$ cat src/rtl/fpu_status_ctl.sv
module fpu_status_ctl #(
  parameter int          XW       = 32,
  parameter logic [31:0] WMASK    = 32'h0005_FFFF,
  parameter logic [11:0] TRAP_VEC = 12'h120,
  parameter logic [1:0]  RM_TRUNC = 2'b01
) (
  input  logic          clk,
  input  logic          rst_n,
  input  logic          wr_en,
  input  logic [31:0]   wr_data,
  input  logic          op_done,
  input  logic          op_approx,
  input  logic [4:0]    op_flags,
  output logic [31:0]   status,
  output logic          round_trunc,
  output logic          flush_zero,
  output logic          exc_req,
  output logic [11:0]   exc_code
);
  localparam int NX     = 5;
  localparam int FLG_LO = 2;
  localparam int EN_LO  = FLG_LO + NX;
  localparam int CAU_LO = EN_LO + NX;
  localparam int DN_BIT = CAU_LO + NX + 1;

  logic [XW-1:0] stat_q, base, nxt;
  logic [NX-1:0] eff;
  logic          trap_q, trap_nxt;

  assign eff = (op_approx && op_flags == '0) ? NX'(1) : op_flags;

  always_comb begin
    base     = wr_en ? (wr_data & WMASK) : stat_q;
    nxt      = base;
    trap_nxt = 1'b0;
    if (op_done) begin
      nxt[CAU_LO +: NX] = eff;
      nxt[FLG_LO +: NX] = base[FLG_LO +: NX] | eff;
      trap_nxt          = |(eff & base[EN_LO +: NX]);
    end
  end

  always_ff @(posedge clk) begin
    if (!rst_n) begin
      stat_q <= '0;
      trap_q <= 1'b0;
    end else begin
      stat_q <= nxt;
      trap_q <= trap_nxt;
    end
  end

  assign status      = stat_q;
  assign round_trunc = (stat_q[1:0] == RM_TRUNC);
  assign flush_zero  = stat_q[DN_BIT];
  assign exc_req     = trap_q;
  assign exc_code    = trap_q ? TRAP_VEC : 12'h000;
endmodule


$ cat config.mk
export PLATFORM = sky130hd
export DESIGN_NAME = fpu_status_ctl
export DESIGN_NICKNAME = d
export VERILOG_FILES = /design/src/rtl/fpu_status_ctl.sv
export SDC_FILE = /design/constraint.sdc
export NUM_CORES = 1
export LEC_CHECK = 0
export BUFFER_PORTS_ARGS = -buffer_cell sky130_fd_sc_hd__buf_2
export CAP_MARGIN = 20
export CORE_MARGIN = 3
export CORE_UTILIZATION = 37
export DETAILED_ROUTE_END_ITERATION = 10
export GPL_ROUTABILITY_DRIVEN = 0
export PLACE_DENSITY = 0.87
export SLEW_MARGIN = 15
export SYNTH_ARGS = -nofsm -noshare
export SYNTH_HDL_FRONTEND = slang
export SYNTH_SLANG_ARGS = --single-unit
$ cat constraint.sdc
create_clock -name clk -period 1.1 [get_ports clk]
set_input_delay 0.22 -clock clk [delete_from_list [all_inputs] [get_ports clk]]
set_output_delay 0.22 -clock clk [all_outputs]
set_load 0.02 [all_outputs]
# Word level (Yosys, flattened, before mapping)
# Index checks and enable logic that the tools add are counted.
# classes
eq_ne,1
mux,5
reduce_logical,5
bitwise_logic,2
# ops
op,count
17-bit 2-to-1 mux,1
5-bit 2-to-1 mux,3
9-bit 2-to-1 mux,1
5-bit bitwise AND,1
5-bit zero test,1
5-bit bitwise OR,1
5-bit OR reduction,1
"2-bit by 1-bit == test with 1-bit output, second input constant",1
2-bit AND reduction,1
2-bit nonzero test,1
1-bit logical AND,1
# word_totals
register_bits,19
output_inout_bits,47

# Longest topological paths before layout
# Gate-level depths: netlist of run 1.
# depth
ltp_word,5
depth_mapped,5
mapped_depth_nobuf,4

# Worst setup path after synthesis of run 1
# OpenSTA, ideal clock, no wires.
# synth_path
path_kind,register to output
start,reg stat_q[0] (netlist: status[0])
end,out round_trunc
n_path_buf,0
path_slack_ns,0.075
arrival_time_ns,0.805
path_stages_with_launch,2
cell_sequence,dfxtp_1 > nor2b_1
# synth_between
elab_chain_cells,1
# synth_lines
element,line_no,rtl
start: declaration,26,"logic [XW-1:0] stat_q, base, nxt;"
start signal: assignment,48,stat_q <= nxt;
2-bit by 1-bit == test with 1-bit output,54,assign round_trunc = (stat_q[1:0] == RM_TRUNC);
end: declaration,15,"output logic round_trunc,"
# Every way passes these cells.

# Worst setup path after layout of run 1
# Same ends and word-level chain as after synthesis.

==> results of run 1 <==
## worst max-delay path, cell delays in order, from the launching register on
cell,delay (ns)
sky130_fd_sc_hd__dfxtp_2,0.34
sky130_fd_sc_hd__nor2b_1,0.12
sky130_fd_sc_hd__buf_4,0.14
## per-layer routing
metal	vias to the layer above	part of all wire [%]	track usage, %
met5	-	0	0
met1	366	41	13.8
met4	0	0.59	3.88
li1	414	-	-
met3	2	11	3.05
met2	47	48	20.2
## path summary, 6_finish.rpt
check / startpoint / to / slack [ns] / cells after the start
max: status[0] / round_trunc / -0.01 / 2
min: wr_data[18] / status[18] / 0.18 / 3
max reg2reg: status[8] / exc_req / 0.09 / 4
min reg2reg: status[0] / status[0] / 0.54 / 2
## power breakdown
group          leakage (nW)  internal (mW)  total (mW)  switching (mW)
combinational         0.547          0.155       0.407           0.252
sequential            0.158          0.735       0.758          0.0230
clock                0.0150          0.141       0.345           0.204
## sequential cells by signal, summed over array words and instances (netlist names)
register,flops
exc_req,1
status,18
## metrics by stage
step | util [%] | setup TNS (ns) | power, mW | hold slack, ns
finish | 49.0 | -0.0139 | 1.51 | 0.182
detailed placement | 47.8 | -1.25 | 1.18 | 0.484
global placement | 47.8 | -1.01 | 1.17 | 0.482
floorplan | - | 0 | 1.12 | 0.348
global route | 49.0 | -0.0716 | 1.60 | 0.187
CTS | 49.0 | -0.0233 | 1.52 | 0.184
## cells in the mapped netlist, types with 2 or more instances
cell type / n
sky130_fd_sc_hd__a21boi_0: 6
sky130_fd_sc_hd__nand2_1: 6
sky130_fd_sc_hd__mux2i_1: 18
sky130_fd_sc_hd__and2_1: 4
sky130_fd_sc_hd__o22ai_1: 2
sky130_fd_sc_hd__o21ai_0: 4
sky130_fd_sc_hd__dfxtp_1: 19
sky130_fd_sc_hd__nor2b_1: 7
sky130_fd_sc_hd__buf_4: 27
sky130_fd_sc_hd__inv_1: 5
sky130_fd_sc_hd__nor2_1: 2
## cells by family (layout without fill, tap and decap cells)
| logic type | Yosys count | count (layout) | synth area share, % |
|---|---|---|---|
| AOI/OAI and AO/OA | 14 | 14 | 9.28 |
| buffers and inverters | 36 | 66 | 24.7 |
| DFF | 19 | 19 | 36.6 |
| muxes | 18 | 18 | 17.3 |
| other | 1 | 24 | 0.361 |
| and+or+nand+nor | 22 | 22 | 11.7 |
## final cells by class
class	instances	area, sq um	share of cell area (%)
clock buffers	4	26.3	2.09
inverters	5	18.8	1.49
multi-input cells	78	488	38.8
flip-flops and latches	19	382	30.3
well taps	30	37.5	2.99
repair buffers	57	305	24.3
==> results.md, run 1 <==
* worst-skew pair later-pin latency: 0.29 ns
* Tightest Hold Check Type: input port to flip-flop
* number of standard cells in the final layout excluding fillers: 193
* setup violators final: 1
* global-route usage over all layers: 11.6%
* mean instance size in the synthesized netlist: 9.44 sq um
* area share of the leading cell type in the synthesized netlist: 36.6%
* top library cells by usage in the layout, fill and taps aside: sky130_fd_sc_hd__buf_2 (49), sky130_fd_sc_hd__conb_1 (24), sky130_fd_sc_hd__mux2i_1 (18), sky130_fd_sc_hd__dfxtp_1 (18), sky130_fd_sc_hd__buf_4 (8)
* count of mapped cells out of synthesis: 110
* run status: finished with violations
* Nets: 206
* vertical die dimension: 59.0 microns
* Critical Path End Type: output pin
* total leakage power: 0.720 nW
* unrepaired setup endpoints after global routing: true
* Post-synth EDFFs: 0
* DIE AREA: 0.00348 sq mm
* maximum number of buffers from clock root to sink: 2
* biggest area contributors in the synthesized netlist: sky130_fd_sc_hd__dfxtp_1 (37%), sky130_fd_sc_hd__buf_4 (20%), sky130_fd_sc_hd__mux2i_1 (17%)
* FFs w/ async S/R, synth: 0%
* antenna violations before repair: 0
* maximum number of pins on one net before global-route repair: 20
* number of clock buffers inserted by TritonCTS: 3
* Slew Viols, Final: 0
* most used flip-flop cell after synthesis: sky130_fd_sc_hd__dfxtp_1
* highest fanout seen on the critical path: 3
* maximum level of the CTS H-tree: 1
* quantity of gates resized following cts: 2
* most frequent standard cell in the layout excluding fill and tap cells: sky130_fd_sc_hd__buf_2
* post-cts hold buffer count: 0
* share of cells above drive strength 1: 38.7%
* overall die width: 59.0 microns
* portion of the clock cycle consumed by the worst path in the final layout: 101%
* synthesis-stage register bit count: 19
* via count of the first global-routing pass: 729
* Placement Rows: 18
* CP Data Required Time: 0.88 ns
* post-route minimum period: 1.11 ns
* residual DRC count: 0
* core area: 0.00257 sq mm
* CP Class: flip-flop to output pin
* total standard cell area after synthesis: 0.00104 sq mm
* cell accounting for the most synthesized area: sky130_fd_sc_hd__dfxtp_1
* number of warnings printed during yosys synthesis: 0
* layout overhead on the synthesized area: 21.1%
* iteration count of the initial detailed-routing pass: 6
* failing checks: negative setup slack
* Port Buffers: 50
* type of element launching the critical path: flip-flop
* total cell area at the placement stage: 0.00123 sq mm
* number of nets still failing antenna checks after routing: 0
* violation count after the first detailed-route iteration: 11
* endpoints failing hold: 0
* dpl cells: 189
* number of violations of the max-capacitance limit: 0
* average wire length per cell after detail routing: 11.4 microns
* power per standard cell area: 1200 mW/mm^2
* CTS tree: done
* worst clock skew: 0.00343 ns
* DPL Wire Length: 1780 microns
* clk root buf: sky130_fd_sc_hd__clkbuf_4
* crit path DAT: 0.89 ns
* grt total ovfl: 0
* post-CTS clock slew at the launch and capture registers of the worst setup and hold paths: 0.10 ns
* total via count after detailed routing: 829
* wirelength, routed: 2190 microns
* wire length of the first global-routing pass: 3090 microns
* Achievable Freq: 898 MHz
* Max IR drop VDD: 594 uV
* finished layout cell area: 0.00126 sq mm
* total inserted antenna cells: 0
* number of buffers inserted by post-CTS setup repair: 0
* count of different cell masters after synthesis: 21
* Vias/cell: 4.30
* Final Worst Setup Slack: -0.0139 ns
* Clock Sinks: 19
* Top-Level Pins: 89
* filler cell count in the final layout: 260
* Initial Utilization: 40.4%
* Seq/Total Area, Yosys: 36.6%
* worst slack, placed: -0.167 ns
No activity file was read; power rests on OpenSTA's default activity.
==> inputs of run 2 (changes only) <==
--- a/config.mk
+++ b/config.mk
@@ -6,12 +6,11 @@
 export NUM_CORES = 1
 export LEC_CHECK = 0
 export BUFFER_PORTS_ARGS = -buffer_cell sky130_fd_sc_hd__buf_2
-export CAP_MARGIN = 20
 export CORE_MARGIN = 3
-export CORE_UTILIZATION = 37
+export CORE_UTILIZATION = 25
 export DETAILED_ROUTE_END_ITERATION = 10
 export GPL_ROUTABILITY_DRIVEN = 0
-export PLACE_DENSITY = 0.87
+export PLACE_DENSITY = 0.66
 export SLEW_MARGIN = 15
 export SYNTH_ARGS = -nofsm -noshare
 export SYNTH_HDL_FRONTEND = slang
==> run 2 against run 1 <==
  * The run now ends clean
  * Non-clock buffer count shrank 4
  * Critical path depth is the same
  * Sequential power is essentially flat
  * Clock skew shrank 0.0030 ns
  * Maximum frequency grew 2.5%
  * Count of clock-buffer cells in the layout shrank 1
  * Sequential share of layout area shrank 0.78 points
  * Cell count grew 7.3%
  * Combinational power is essentially flat
  * Power grew 9.7%
  * Register-to-register slack gained 0.02 ns
  * Clock power grew 41%
==> results.md, run 2 (synthesis gave the netlist of run 1 again) <==
* CP Class: flip-flop to output pin
* routed metal-1 wirelength: 1010 microns
* Tightest Hold Check Type: input port to flip-flop
* number of buffers inserted by post-CTS setup repair: 0
* max reg flops: 18
* Placement Rows: 22
* global-route usage over all layers: 8.99%
* worst clock skew: 0.000429 ns
* total leakage power: 0.714 nW
* iteration count of the initial detailed-routing pass: 3
* worst-skew pair later-pin latency: 0.25 ns
* crit path DAT: 0.87 ns
* total power: 1.66 mW
* overall die width: 70.5 microns
* number of violations of the max-capacitance limit: 0
* maximum number of pins on one net before global-route repair: 20
* Top-Level Pins: 89
* residual DRC count: 0
* CP max-delay cell: sky130_fd_sc_hd__dfxtp_2
* highest fanout seen on the critical path: 3
* Critical Path End Type: output pin
* Slew Viols, Final: 0
* vertical die dimension: 70.5 microns
* Achievable Freq: 920 MHz
* average wire length per cell after detail routing: 11.5 microns
* number of clock buffers inserted by TritonCTS: 3
* Nets: 202
* post-CTS clock slew at the launch and capture registers of the worst setup and hold paths: 0.07 ns
* grt total ovfl: 0
* unrepaired setup endpoints after global routing: true
* layout overhead on the synthesized area: 24.7%
* power per standard cell area: 1280 mW/mm^2
* CP bufs+invs: 1
* post-route minimum period: 1.09 ns
* post-cts hold buffer count: 0
* via count of the first global-routing pass: 752
* CTS tree: done
* Clock Sinks: 19
* met2 wirelength from detailed routing: 1150 microns
* CP Data Required Time: 0.88 ns
* top library cells by usage in the layout, fill and taps aside: sky130_fd_sc_hd__buf_2 (49), sky130_fd_sc_hd__conb_1 (24), sky130_fd_sc_hd__mux2i_1 (17), sky130_fd_sc_hd__dfxtp_1 (17)
* number of nets still failing antenna checks after routing: 0
* maximum level of the CTS H-tree: 1
* most frequent standard cell in the layout excluding fill and tap cells: sky130_fd_sc_hd__buf_2
* total via count after detailed routing: 796
* clk root buf: sky130_fd_sc_hd__clkbuf_8
* core area: 0.00383 sq mm
* endpoints failing hold: 0
* portion of the clock cycle consumed by the worst path in the final layout: 98.8%
* run status: complete, no violations
* setup violators final: 0
* share of cells above drive strength 1: 40.3%
* total negative setup slack: 0 ns
* total inserted antenna cells: 0
* DPL Wire Length: 1820 microns
* Vias/cell: 3.85
* violation count after the first detailed-route iteration: 16
* type of element launching the critical path: flip-flop
* highest metal layer used by the detailed router: met4
* maximum number of buffers from clock root to sink: 2
* Initial Utilization: 27.1%
* dominant delay contributor by cell family on the critical path: flip-flops
* wire length on met3: 202 microns
* worst stage delay on the critical path: 0.35 ns
* antenna violations before repair: 0
* DIE AREA: 0.00496 sq mm
* wirelength, routed: 2380 microns
* Max IR drop VDD: 435 uV
* chain of cells forming the critical path: nor2b_4 -> buf_6
* Port Buffers: 50
* wire length of the first global-routing pass: 3530 microns
## run 2: changes by cell type in the layout (fill, tap and decap cells not counted), sizes merged
cell / delta
buf: -4
clkbuf: -1
clkinv: +1
## run 2: tightest hold or removal path: cells and delay by family
| family | cells | cell delay, ns |
|---|---|---|
| buffers and inverters | 1 | 0.08 |
| multiplexers | 1 | 0.05 |
| AND/OR/NAND/NOR | 1 | 0.09 |
## run 2: per-layer routing
metal,up-vias,global-route usage (%)
li1,408,-
met1,348,11.4
met2,38,14.7
met3,2,2.73
met4,0,2.55
met5,-,0
## run 2: final timing paths
check | depth (start not counted) | slack (ns) | startpoint | end
min | 3 | 0.22 | wr_data[0] | status[0]
max reg2reg | 4 | 0.11 | status[8] | exc_req
min reg2reg | 2 | 0.54 | status[18] | status[18]
max | 2 | 0.01 | status[0] | round_trunc
## run 2: repair_timing
item	4_1_cts	5_1_grt
pin swaps	0	0
resized for setup	2	7
endpoints found under the setup margin	1	2
## run 2: area by class of cell
type                    instances  area (sq um)
fillers                       424          2530
clock buffers                   3          41.3
inverters                       5          18.8
multi-input cells              78           504
repair buffers                 53           283
well taps                      48          60.1
flip-flops and latches         19           383
clock inverters                 1          5.00
## run 2: through the flow
stage	setup WS, ns	instance area [sq um]	hold slack [ns]	util [%]	instances
2_1_floorplan	0.0754	1120	0.348	-	133
3_3_place_gp	-0.191	1220	0.485	31.9	203
3_5_place_dp	-0.199	1220	0.485	31.9	203
4_1_cts	0.0133	1270	0.219	33.2	207
5_1_grt	-0.0262	1290	0.230	33.8	207
6_report	0.0136	1290	0.224	33.8	207
## run 2: power breakdown
part           internal, mW  switching, mW  total [mW]
sequential            0.735         0.0224       0.758
combinational         0.154          0.257       0.410
clock                 0.251          0.237       0.488
total                  1.14          0.516        1.66
